[config.mk]
export PLATFORM = sky130hd
export DESIGN_NAME = dbgMailbox
export DESIGN_NICKNAME = d
export VERILOG_FILES = /design/src/rtl/dbgMailboxPkg.sv /design/src/rtl/dbgMailboxCtrl.sv /design/src/rtl/dbgMailboxDatapath.sv /design/src/rtl/dbgMailbox.sv
export SDC_FILE = /design/constraint.sdc
export NUM_CORES = 1
export LEC_CHECK = 0
export CORE_MARGIN = 4
export CORE_UTILIZATION = 53
export CTS_BUF_LIST = sky130_fd_sc_hd__clkbuf_4 sky130_fd_sc_hd__clkbuf_8 sky130_fd_sc_hd__clkbuf_16
export DETAILED_ROUTE_END_ITERATION = 12
export PLACE_DENSITY_LB_ADDON = 0.08
export SLEW_MARGIN = 20
export SYNTH_ARGS = -nofsm -noshare
export SYNTH_HDL_FRONTEND = slang
export SYNTH_SLANG_ARGS = --single-unit
export TNS_END_PERCENT = 5
[constraint.sdc]
create_clock -name clk -period 2.1 [get_ports clk]
set_clock_uncertainty 0.05 [all_clocks]
set_input_delay 0.42 -clock clk [delete_from_list [all_inputs] [get_ports clk]]
set_output_delay 0.42 -clock clk [all_outputs]
set_load 0.005 [all_outputs]
[src/rtl/dbgMailboxPkg.sv]
package dbgMailboxPkg;
  localparam int unsigned STATUS_REG = 0;
  localparam int unsigned DATA_REG   = 1;

  // strobes from the control half to the datapath half
  typedef struct packed {
    logic loadOut;   // accept processor word into outbound mailbox
    logic loadIn;    // accept scanned word into inbound mailbox
    logic capture;   // snapshot flags and outbound word into scan register
    logic shift;     // move scan register one place
  } dpCtrlT;
endpackage

[src/rtl/dbgMailboxCtrl.sv]
module dbgMailboxCtrl
  import dbgMailboxPkg::*;
#(
  parameter int unsigned REG_NUM_W = 4
) (
  input  logic                 clk,
  input  logic                 rstN,
  input  logic                 cpuSel,
  input  logic                 cpuWr,
  input  logic [REG_NUM_W-1:0] cpuRegNum,
  input  logic                 dbgCapture,
  input  logic                 dbgShift,
  input  logic                 dbgUpdate,
  input  logic                 scanWrEn,
  output logic                 wFull,
  output logic                 rFull,
  output logic                 cpuOverrun,
  output logic                 dbgOverrun,
  output dpCtrlT               ctrl
);
  localparam logic [REG_NUM_W-1:0] DATA_SEL = REG_NUM_W'(DATA_REG);

  logic cpuWrData1, cpuRdData1, depositReq, scanDone;
  logic wHeld, rHeld, acceptOut, acceptIn;
  logic capturedW;

  assign cpuWrData1 = cpuSel &  cpuWr & (cpuRegNum == DATA_SEL);
  assign cpuRdData1 = cpuSel & ~cpuWr & (cpuRegNum == DATA_SEL);
  assign depositReq = dbgUpdate & scanWrEn;
  assign scanDone   = dbgUpdate & capturedW;

  // clear first, then set
  assign wHeld     = wFull & ~scanDone;
  assign rHeld     = rFull & ~cpuRdData1;
  assign acceptOut = cpuWrData1 & ~wHeld;
  assign acceptIn  = depositReq & ~rHeld;

  always_ff @(posedge clk) begin
    if (!rstN) begin
      wFull      <= 1'b0;
      rFull      <= 1'b0;
      cpuOverrun <= 1'b0;
      dbgOverrun <= 1'b0;
      capturedW  <= 1'b0;
    end else begin
      wFull      <= wHeld | acceptOut;
      rFull      <= rHeld | acceptIn;
      cpuOverrun <= cpuWrData1 & wHeld;
      dbgOverrun <= depositReq & rHeld;
      if (dbgCapture)     capturedW <= wFull;
      else if (dbgUpdate) capturedW <= 1'b0;
    end
  end

  always_comb begin
    ctrl         = '0;
    ctrl.loadOut = acceptOut;
    ctrl.loadIn  = acceptIn;
    ctrl.capture = dbgCapture;
    ctrl.shift   = dbgShift & ~dbgCapture;
  end


  reset_empty_chk: assert property (@(posedge clk)
    !rstN |=> (!wFull && !rFull && !cpuOverrun && !dbgOverrun));


  w_set_chk: assert property (@(posedge clk) disable iff (!rstN)
    (cpuWrData1 && !wFull) |=> wFull);


  cpu_ovr_chk: assert property (@(posedge clk) disable iff (!rstN)
    (cpuWrData1 && wFull && !scanDone) |=> (cpuOverrun && wFull));


  r_clear_chk: assert property (@(posedge clk) disable iff (!rstN)
    (cpuRdData1 && !depositReq) |=> !rFull);


  dbg_ovr_chk: assert property (@(posedge clk) disable iff (!rstN)
    (depositReq && rFull && !cpuRdData1) |=> (dbgOverrun && rFull));


  w_keep_chk: assert property (@(posedge clk) disable iff (!rstN)
    (wFull && !capturedW && !dbgCapture) |=> wFull);


  refill_chk: assert property (@(posedge clk) disable iff (!rstN)
    (depositReq && cpuRdData1) |=> (rFull && !dbgOverrun));
endmodule

[src/rtl/dbgMailboxDatapath.sv]
module dbgMailboxDatapath
  import dbgMailboxPkg::*;
#(
  parameter int unsigned DATA_W    = 32,
  parameter int unsigned REG_NUM_W = 4,
  parameter int unsigned VER_W     = 4,
  parameter logic [VER_W-1:0] VERSION = 4'b0001
) (
  input  logic                 clk,
  input  logic                 rstN,
  input  dpCtrlT               ctrl,
  input  logic                 wFull,
  input  logic                 rFull,
  input  logic                 cpuSel,
  input  logic                 cpuWr,
  input  logic [REG_NUM_W-1:0] cpuRegNum,
  input  logic [DATA_W-1:0]    cpuWrData,
  input  logic                 dbgTdi,
  output logic [DATA_W-1:0]    cpuRdData,
  output logic                 dbgTdo,
  output logic                 scanWrEn
);
  localparam int unsigned SCAN_W = DATA_W + 2;
  localparam int unsigned PAD_W  = DATA_W - VER_W - 2;
  localparam logic [REG_NUM_W-1:0] STATUS_SEL = REG_NUM_W'(STATUS_REG);
  localparam logic [REG_NUM_W-1:0] DATA_SEL   = REG_NUM_W'(DATA_REG);

  logic [DATA_W-1:0] outWord, inWord, statusWord;
  logic [SCAN_W-1:0] scanReg;

  assign statusWord = {VERSION, {PAD_W{1'b0}}, wFull, rFull};

  always_ff @(posedge clk) begin
    if (!rstN) begin
      outWord <= '0;
      inWord  <= '0;
      scanReg <= '0;
    end else begin
      if (ctrl.loadOut) outWord <= cpuWrData;
      if (ctrl.loadIn)  inWord  <= scanReg[SCAN_W-1:2];
      if (ctrl.capture)    scanReg <= {outWord, wFull, rFull};
      else if (ctrl.shift) scanReg <= {dbgTdi, scanReg[SCAN_W-1:1]};
    end
  end

  always_comb begin
    cpuRdData = '0;
    if (cpuSel && !cpuWr) begin
      if (cpuRegNum == STATUS_SEL)    cpuRdData = statusWord;
      else if (cpuRegNum == DATA_SEL) cpuRdData = inWord;
    end
  end

  assign dbgTdo   = scanReg[0];
  assign scanWrEn = scanReg[0];


  capture_chk: assert property (@(posedge clk) disable iff (!rstN)
    ctrl.capture |=> (scanReg[1:0] == {$past(wFull), $past(rFull)}));


  deposit_chk: assert property (@(posedge clk) disable iff (!rstN)
    ctrl.loadIn |=> (inWord == $past(scanReg[SCAN_W-1:2])));


  unused_reg_chk: assert property (@(posedge clk) disable iff (!rstN)
    (cpuSel && !cpuWr && cpuRegNum != STATUS_SEL && cpuRegNum != DATA_SEL)
      |-> (cpuRdData == '0));


  version_chk: assert property (@(posedge clk) disable iff (!rstN)
    (cpuSel && !cpuWr && cpuRegNum == STATUS_SEL)
      |-> (cpuRdData[DATA_W-1 -: VER_W] == VERSION && cpuRdData[DATA_W-VER_W-1:2] == '0));
endmodule

[src/rtl/dbgMailbox.sv]
module dbgMailbox
  import dbgMailboxPkg::*;
#(
  parameter int unsigned DATA_W    = 32,
  parameter int unsigned REG_NUM_W = 4
) (
  input  logic                 clk,
  input  logic                 rstN,
  input  logic                 cpuSel,
  input  logic                 cpuWr,
  input  logic [REG_NUM_W-1:0] cpuRegNum,
  input  logic [DATA_W-1:0]    cpuWrData,
  output logic [DATA_W-1:0]    cpuRdData,
  output logic                 cpuOverrun,
  input  logic                 dbgCapture,
  input  logic                 dbgShift,
  input  logic                 dbgUpdate,
  input  logic                 dbgTdi,
  output logic                 dbgTdo,
  output logic                 dbgOverrun
);
  dpCtrlT ctrl;
  logic   wFull, rFull, scanWrEn;

  dbgMailboxCtrl #(.REG_NUM_W(REG_NUM_W)) i_ctrl (
    .clk(clk), .rstN(rstN),
    .cpuSel(cpuSel), .cpuWr(cpuWr), .cpuRegNum(cpuRegNum),
    .dbgCapture(dbgCapture), .dbgShift(dbgShift), .dbgUpdate(dbgUpdate),
    .scanWrEn(scanWrEn),
    .wFull(wFull), .rFull(rFull),
    .cpuOverrun(cpuOverrun), .dbgOverrun(dbgOverrun),
    .ctrl(ctrl)
  );

  dbgMailboxDatapath #(.DATA_W(DATA_W), .REG_NUM_W(REG_NUM_W)) i_dp (
    .clk(clk), .rstN(rstN), .ctrl(ctrl),
    .wFull(wFull), .rFull(rFull),
    .cpuSel(cpuSel), .cpuWr(cpuWr), .cpuRegNum(cpuRegNum), .cpuWrData(cpuWrData),
    .dbgTdi(dbgTdi),
    .cpuRdData(cpuRdData), .dbgTdo(dbgTdo), .scanWrEn(scanWrEn)
  );
endmodule

==> results of run 1 <==
[state kept, by name, summed over array words and instances, names as in the netlist]
name               flops
i_ctrl.cpuOverrun      1
i_ctrl.wFull           1
i_dp.outWord          32
i_dp.scanReg          34
i_ctrl.capturedW       1
i_dp.inWord           32
i_ctrl.dbgOverrun      1
i_ctrl.rFull           1
[power by group]
part | switching (uW) | internal (uW) | total [uW] | leakage (uW)
sequential | 5.10 | 1960 | 1960 | 0.000830
combinational | 126 | 129 | 255 | 0.00133
clock | 734 | 461 | 1190 | 0.0000956
[cells in the final DEF, fill, tap and decap left out, types with 2 or more instances in the layout]
| master | count |
|---|---|
| dlygate4sd2_1 | 2 |
| buf_2 | 18 |
| a22o_1 | 2 |
| a21boi_0 | 3 |
| buf_8 | 2 |
| o21ai_0 | 35 |
| buf_16 | 3 |
| and2_1 | 45 |
| nor2_1 | 2 |
| buf_6 | 27 |
| dfxtp_1 | 103 |
| buf_4 | 8 |
| nand2_1 | 164 |
| clkdlybuf4s50_1 | 37 |
| and2_4 | 18 |
| buf_12 | 8 |
| inv_8 | 3 |
| mux2i_1 | 98 |
| clkbuf_8 | 9 |
[per-layer routing]
layer | global-route usage (%) | wire (um)
met5 | 0 | 0
met4 | 6.95 | 194
met3 | 3.39 | 354
met2 | 37.7 | 5080
met1 | 24.9 | 4390
[cell usage after synthesis (all sizes together)]
| library cell | n |
|---|---|
| a21boi | 3 |
| a21o | 1 |
| a22o | 2 |
| and2 | 63 |
| and3 | 1 |
| buf | 11 |
| clkbuf | 27 |
| dfxtp | 103 |
| mux2i | 98 |
| nand2 | 164 |
| nand2b | 1 |
| nand3 | 1 |
| nand3b | 1 |
| nor2 | 3 |
| nor3 | 1 |
| nor4 | 1 |
| nor4b | 1 |
| o21a | 1 |
| o21ai | 35 |
| o31ai | 1 |
| or3b | 1 |
| or4b | 1 |
[worst max path at each step]
stage	cells after the start	slack (ps)	start	end
6_report	8	-180	cpuRegNum[3]	cpuRdData[15]
5_1_grt	8	-240	cpuRegNum[3]	cpuRdData[28]
4_1_cts	9	-190	cpuRegNum[2]	cpuRdData[17]
3_5_place_dp	6	-830	cpuWr	cpuRdData[0]
3_3_place_gp	6	-770	cpuWr	cpuRdData[0]
2_1_floorplan	4	40	cpuWr	cpuRdData[2]
[stage by stage]
step	total power (uW)	instance area, sq um	instances
2_1_floorplan	2120	4580	521
5_1_grt	3540	5900	709
6_report	3410	5900	709
4_1_cts	3440	5880	710
3_5_place_dp	2250	5520	682
3_3_place_gp	2250	5520	682
[area by class of cell]
class | count | area (sq um)
Clock buffer | 9 | 124
Clock inverter | 7 | 63.8
Fill cell | 643 | 2400
Timing Repair Buffer | 105 | 1110
Multi-Input combinational cell | 380 | 2410
Tap cell | 105 | 131
Sequential cell | 103 | 2060
[what timing repair did]
| item | 4_1_cts | 5_1_grt |
|---|---|---|
| buffers inserted | 10 | 0 |
| gates cloned | 3 | 0 |
| setup endpoints to repair | 39 | 32 |
| resized for setup | 192 | 10 |
| pin swaps | 26 | 6 |
| hold endpoints to repair | 0 | 0 |
[critical path: stages]
cell and delay [ps]:
buf_6 90, or4b_4 560, nor2_4 160, buf_6 120
buf_8 120, buf_16 120, and2_1 110, buf_2 100
[kinds of logic (layout without fill, tap and decap cells)]
kind of cell           Yosys count  count (layout)
muxes                           98              98
AOI/OAI and AO/OA               43              43
and+or+nand+nor                239             239
buffers and inverters           38             121
DFF                            103             103
==> run summary, run 1 <==
Counting instances, the worst hold path has a depth of 2. Area of the placeable core: 8300 sq um. In this run the number of H-tree levels came out at 3.

Compound-gate portion of the synthesized area: 5.49%. The final critical path time including I/O delays and setup is 2280 ps, and the number of DRC markers after the initial detailed-route iteration is 90. The per-cell via count in the routed design works out to 5.05. Compared with the post-synthesis result, the final layout area differs by 28.9%. Input and output buffers added on the ports amount to 78. Setup violations remaining at the end of the flow were counted as 32. The number of remaining DRC errors was 0.

The later pin in the worst-skew pair is clocked with a latency of 370 ps. For the die outline area, the log shows 10200 sq um. Global routing finished with a remaining overflow of 0. Synthesis produced 521 cells. The Yosys step of the flow raised 0 warnings. The post-layout net count came out at 643. The worst setup path category is in -> out.

By area, the combinational part of the netlist is dominated by simple AND/OR/NAND/NOR gates. The simple-gate area share of the yosys netlist works out to 23.9%. Number of sinks driven by the clock tree: 103.

Width of the chip: 101 um. Across all hold checks on the routed design, the worst slack comes to 409 ps. The least setup slack across all paths after layout is -184 ps, and the average detailed-routed wire length per instance is 14.1 um. The first-pass GRT wire length was 16900 um. The worst path uses 109% of the clock period.

The final antenna diode count came out at 0. In this run the worst hold path is classified as reg -> reg. After synthesis, the cell types taking the most area are dfxtp_1, mux2i_1, nand2_1. Counting flops and latches in the post-synthesis netlist gives 103.

The number of hold-slack violations in the final timing report was 0. The run gives 3563 as the number of global-route vias before repair. The startpoint identified for the worst hold timing path is i_dp.inWord[12]. The number of max-slew violations in the final report came out at 0. After clock tree synthesis, the clock-pin slew on the worst setup and hold paths is 100 ps.

At the end of routability-driven placement, the weighted congestion stood at 0.765. The tools report the number of antenna violations at the first check in global routing as 0. Data on the critical path is required at its endpoint by 1630 ps. The xor-xnor portion of the synthesized cell area works out to 0%. The post-synthesis average cell area is 8.79 sq um, and the count of different cell masters after synthesis is 25. The cell sitting at the root of the clock tree is a clkbuf_8. The setup TNS after final layout is -5500 ps, and the number of top-level design ports is 79.

TritonCTS built the clock tree. The top cell type by area accounts for 45.0% of the synthesized area. The transition time at the pin with the least slew margin came out at 490 ps.

The run finished, with violations left. Setup repair after global routing could not meet its margin everywhere. The initial core utilization is 55.2%.

Category of the worst setup path capture point: an output port. In this run the remaining antenna-violating nets after routing total 0. The multiplexer fraction of the synthesized cell area was 21.4%; the quantity of hold-fixing buffers added after cts was 0. Leading area contributor after synthesis: dfxtp_1. The total via count after detailed routing is 3578, and the worst setup slack before clock tree synthesis is -828 ps. For the standard-cell row count, the log shows 33.

The startpoint type of the worst setup path was an input pin. Setup slack on the worst reg-to-reg path comes out at 510 ps. The share of layout cells above drive strength 1 was 17.7%; the power per unit of standard cell area was 578 nW/um^2. The logs give 565 for the net count after synthesis and 67.0% for the normalized max-slew margin. The worst-case hold path end point is i_dp.inWord[12].

The worst flop-to-flop path endpoint was i_dp.outWord[16]. For this design the static power due to leakage is 0.00226 uW. Worst endpoint data arrival time: 1810 ps. The post-synth design cell area is 4580 sq um, and the total of max-cap violations is 0.

The final reports fail on setup timing. The maximum clock rate was 438 MHz. Once layout is complete, the utilization of the core stands at 71.1%. The largest fanout of any net on the critical path is 6, and the pin count of the biggest net entering global routing is 70.

The pre-antenna-repair detailed-routing pass consisted of 5 iterations. The worst-case IR drop observed on VDD is 0.401 mV. The startpoint identified for the worst register-to-register timing path is i_ctrl.wFull.

After Yosys synthesis, full adders, half adders and majority gates account for 0% of the synthesized area. The post-detailed-routing wire length was 10000 um. The logs give 20.8% for the all-layer global routing usage and 9 for the CTS buffer count. The run gives 6260 um as the HPWL after detailed placement.

The sequential share of the synthesized area was 45.0%. Measured along the y axis, the die boundary spans 101 um. Counting cells, the worst reg-to-reg path comes to 4. The worst-case clock buffer depth came out at 2.
Power figures use the tool's default switching activity.
==> run 2, diff against run 1 <==
--- a/config.mk
+++ b/config.mk
@@ -5,11 +5,12 @@
 export SDC_FILE = /design/constraint.sdc
 export NUM_CORES = 1
 export LEC_CHECK = 0
+export CAP_MARGIN = 20
 export CORE_MARGIN = 4
 export CORE_UTILIZATION = 53
 export CTS_BUF_LIST = sky130_fd_sc_hd__clkbuf_4 sky130_fd_sc_hd__clkbuf_8 sky130_fd_sc_hd__clkbuf_16
 export DETAILED_ROUTE_END_ITERATION = 12
-export PLACE_DENSITY_LB_ADDON = 0.08
+export PLACE_DENSITY = 0.78
 export SLEW_MARGIN = 20
 export SYNTH_ARGS = -nofsm -noshare
 export SYNTH_HDL_FRONTEND = slang
==> run summary, run 2 (same netlist as run 1, synthesis figures left out) <==
For this design the static power due to leakage is 0.00229 uW. The cell type group with the largest total delay on the critical path is simple AND/OR/NAND/NOR gates. The worst setup path is captured at an output port.

The first-pass iteration count of the detailed router was 4. Final period utilization: 111%. Cells with a size suffix above 1 make up 17.2% of the layout.

For the area of the placeable core, the log shows 8300 sq um. The logs give 2 for the worst-case clock buffer depth and 685 for the total instance count after detailed placement. The worst hold path terminates at i_dp.inWord[10]. In the final layout, the registers with the most flip-flops are i_dp.scanReg: 34 flops, i_dp.inWord: 32 flops, i_dp.outWord: 32 flops.

The die covers 10200 sq um. The run gives 5530 sq um as the instance area at placement. The final reports fail on setup timing.

STA classifies the critical path startpoint as an input pin. Across the run, the number of max-cap violations was 0. TritonCTS created 9 clock buffers.

Slowest library cell on the worst path: or4b_4. The worst reg-to-reg setup slack was 500 ps; the final antenna diode count was 0. Clock-pin slew was measured on the worst setup and hold paths at 90 ps. The final weighted congestion of routability-driven global placement is 0.769, and the first-pass GRT wire length is 17000 um. Row generation in the floorplan step produced 33 rows.

The path class of the tightest hold or removal check is reg -> reg. The floorplan step set the die height to 101 um. The final critical path time including I/O delays and setup came out at 2320 ps. Wires add up to 10300 um. The flip-flop count of the largest register after layout is 34. The tree is rooted in a clkbuf_8. The run gives 0 as the number of antenna violations at the first check in global routing. The largest fanout of any net on the critical path was 6. The least setup slack across all paths after layout is -221 ps. The width of the chip works out to 101 um. In this run, the number of DRC markers left after iteration 0 of detailed routing was 114. Once layout is done, the placed cells without fillers occupy 5930 sq um. The tools report the HPWL after detailed placement as 6540 um. The tools report the worst endpoint data arrival time as 1850 ps.

The detailed router placed 3651 vias in this run. The library cell used most frequently in the layout, excluding fill and tap cells, is nand2_1. For this run, the total global-route usage over all layers was measured as 21.0%. The logs give 0 for the number of remaining DRC errors and 370 ps for the insertion delay of the later-clocked pin in the worst-skew pair. Static timing analysis puts the maximum clock frequency at 431 MHz.

The flow ran to the end, but the final reports show violations. The logs give 79 for the number of top-level design ports and 0 for the number of hold-slack violations in the final timing report. Walking the worst path, the cells encountered are buf_6 -> or4b_4 -> nor2_4 -> buf_12 -> buf_12 -> buf_12 -> a22o_1 -> buf_2. The critical register-to-register path startpoint is i_ctrl.wFull. In this run the critical register-to-register path is captured at i_dp.outWord[20]. Number of sinks driven by the clock tree: 103. In this run the most critical hold path is launched from i_dp.inWord[10]. The top cell types in the final layout, fill and taps aside, are nand2_1, dfxtp_1, mux2i_1. For the worst flop-to-flop path, the logic depth is 4.

At the worst endpoint, the required time is 1630 ps. The most prevalent standard cell on the critical path was buf_12. The run gives 645 as the post-layout net count. After detailed routing, the average wire length per cell comes to 14.6 um. IR analysis of the VDD net gives a maximum drop of 0.407 mV. CTS built an H-tree with a depth of 3. The initial utilization of the core area, before any placement, comes to 55.2%. The number of standard cells in the final layout excluding fillers is 711, and the number of buffers and inverters on the critical path is 5. The transition time at the pin with the least slew margin came out at 438 ps. Counting flops per register, the top entry is i_dp.scanReg.

For this design the ratio of total power to cell area is 611 nW/um^2. The tools report the number of setup violations in the final report as 32. The number of global-route vias before repair was 3620. Setup repair after global routing could not meet its margin everywhere. Global routing finished with a remaining overflow of 0. TritonCTS built the clock tree. The worst setup path is of the in -> out kind.

The count of antenna-violating nets left after detailed routing came out at 0. The signed area change from the synthesized netlist to the final layout works out to 29.5%. The tools report the normalized max-slew margin as 70.6%.

Number of cells on the worst hold path: 2. The pin count of the biggest net entering global routing was 62; the count of filler cells inserted in the layout was 625. The per-cell via count in the routed design was 5.14; the largest stage delay on the critical path was 570 ps. The number of max-slew violations in the final report is 0, and the number of port buffers is 78.
[run 2: changes by cell type in the layout (fill, tap and decap cells not counted), sizes merged]
cell,before,now
clkinvlp,1,0
inv,4,3
clkbuf,9,11
buf,66,68
bufinv,0,2
clkinv,2,0
[run 2: worst max-delay path by stage]
| stage | start | to | slack, ps | cells past startpoint |
|---|---|---|---|---|
| 2_1_floorplan | cpuWr | cpuRdData[2] | 40 | 4 |
| 3_3_place_gp | cpuWr | cpuRdData[20] | -770 | 6 |
| 3_5_place_dp | cpuWr | cpuRdData[21] | -860 | 6 |
| 4_1_cts | cpuRegNum[2] | cpuRdData[31] | -240 | 8 |
| 5_1_grt | cpuRegNum[3] | cpuRdData[1] | -250 | 8 |
| 6_report | cpuRegNum[3] | cpuRdData[1] | -220 | 8 |
[run 2: final cells by class]
cell class                      instances  area (sq um)  area share [%]
Clock buffer                           11           145            2.45
Clock inverter                          5          86.3            1.46
Multi-Input combinational cell        380          2390            40.3
Sequential cell                       103          2060            34.8
Tap cell                              105           131            2.22
Timing Repair Buffer                  107          1120            18.8
[run 2: what timing repair did]
action | in CTS | in global routing
gates cloned | 4 | 0
hold buffers | 0 | 0
pin swaps | 4 | 16
gates resized for setup | 145 | 41
buffers inserted | 8 | 0
endpoints found under the setup margin | 44 | 32
[run 2: power breakdown]
group	switching, uW	total (uW)	leakage [uW]	internal (uW)
clock	672	1400	0.000118	731
sequential	5.25	1960	0.000830	1960
combinational	126	259	0.00134	132
total	804	3630	0.00229	2820
[run 2: per-stage QoR]
stage	util [%]	setup slack [ps]	hold slack [ps]	power (uW)	TNS [ps]
detailed placement	66.6	-862	397	2260	-42220
floorplan	-	39.0	380	2120	0
finish	71.5	-221	407	3630	-5480
CTS	71.6	-236	407	3660	-5380
global route	71.5	-249	427	3760	-6810
global placement	66.6	-768	387	2250	-37830
[run 2: layer usage]
layer | global-route usage (%) | vias to the layer above | wire, um
li1 | - | 1865 | -
met1 | 24.8 | 1694 | 4420
met2 | 37.5 | 77 | 5260
met3 | 5.12 | 15 | 510
met4 | 6.13 | 0 | 151
met5 | 0 | - | 0
[run 2: worst reg2reg max path, cell delays in order, from the launching register on]
cell and delay (ps):
dfxtp_1 350, a21boi_0 180, nor4b_4 380, buf_4 340, mux2i_1 240
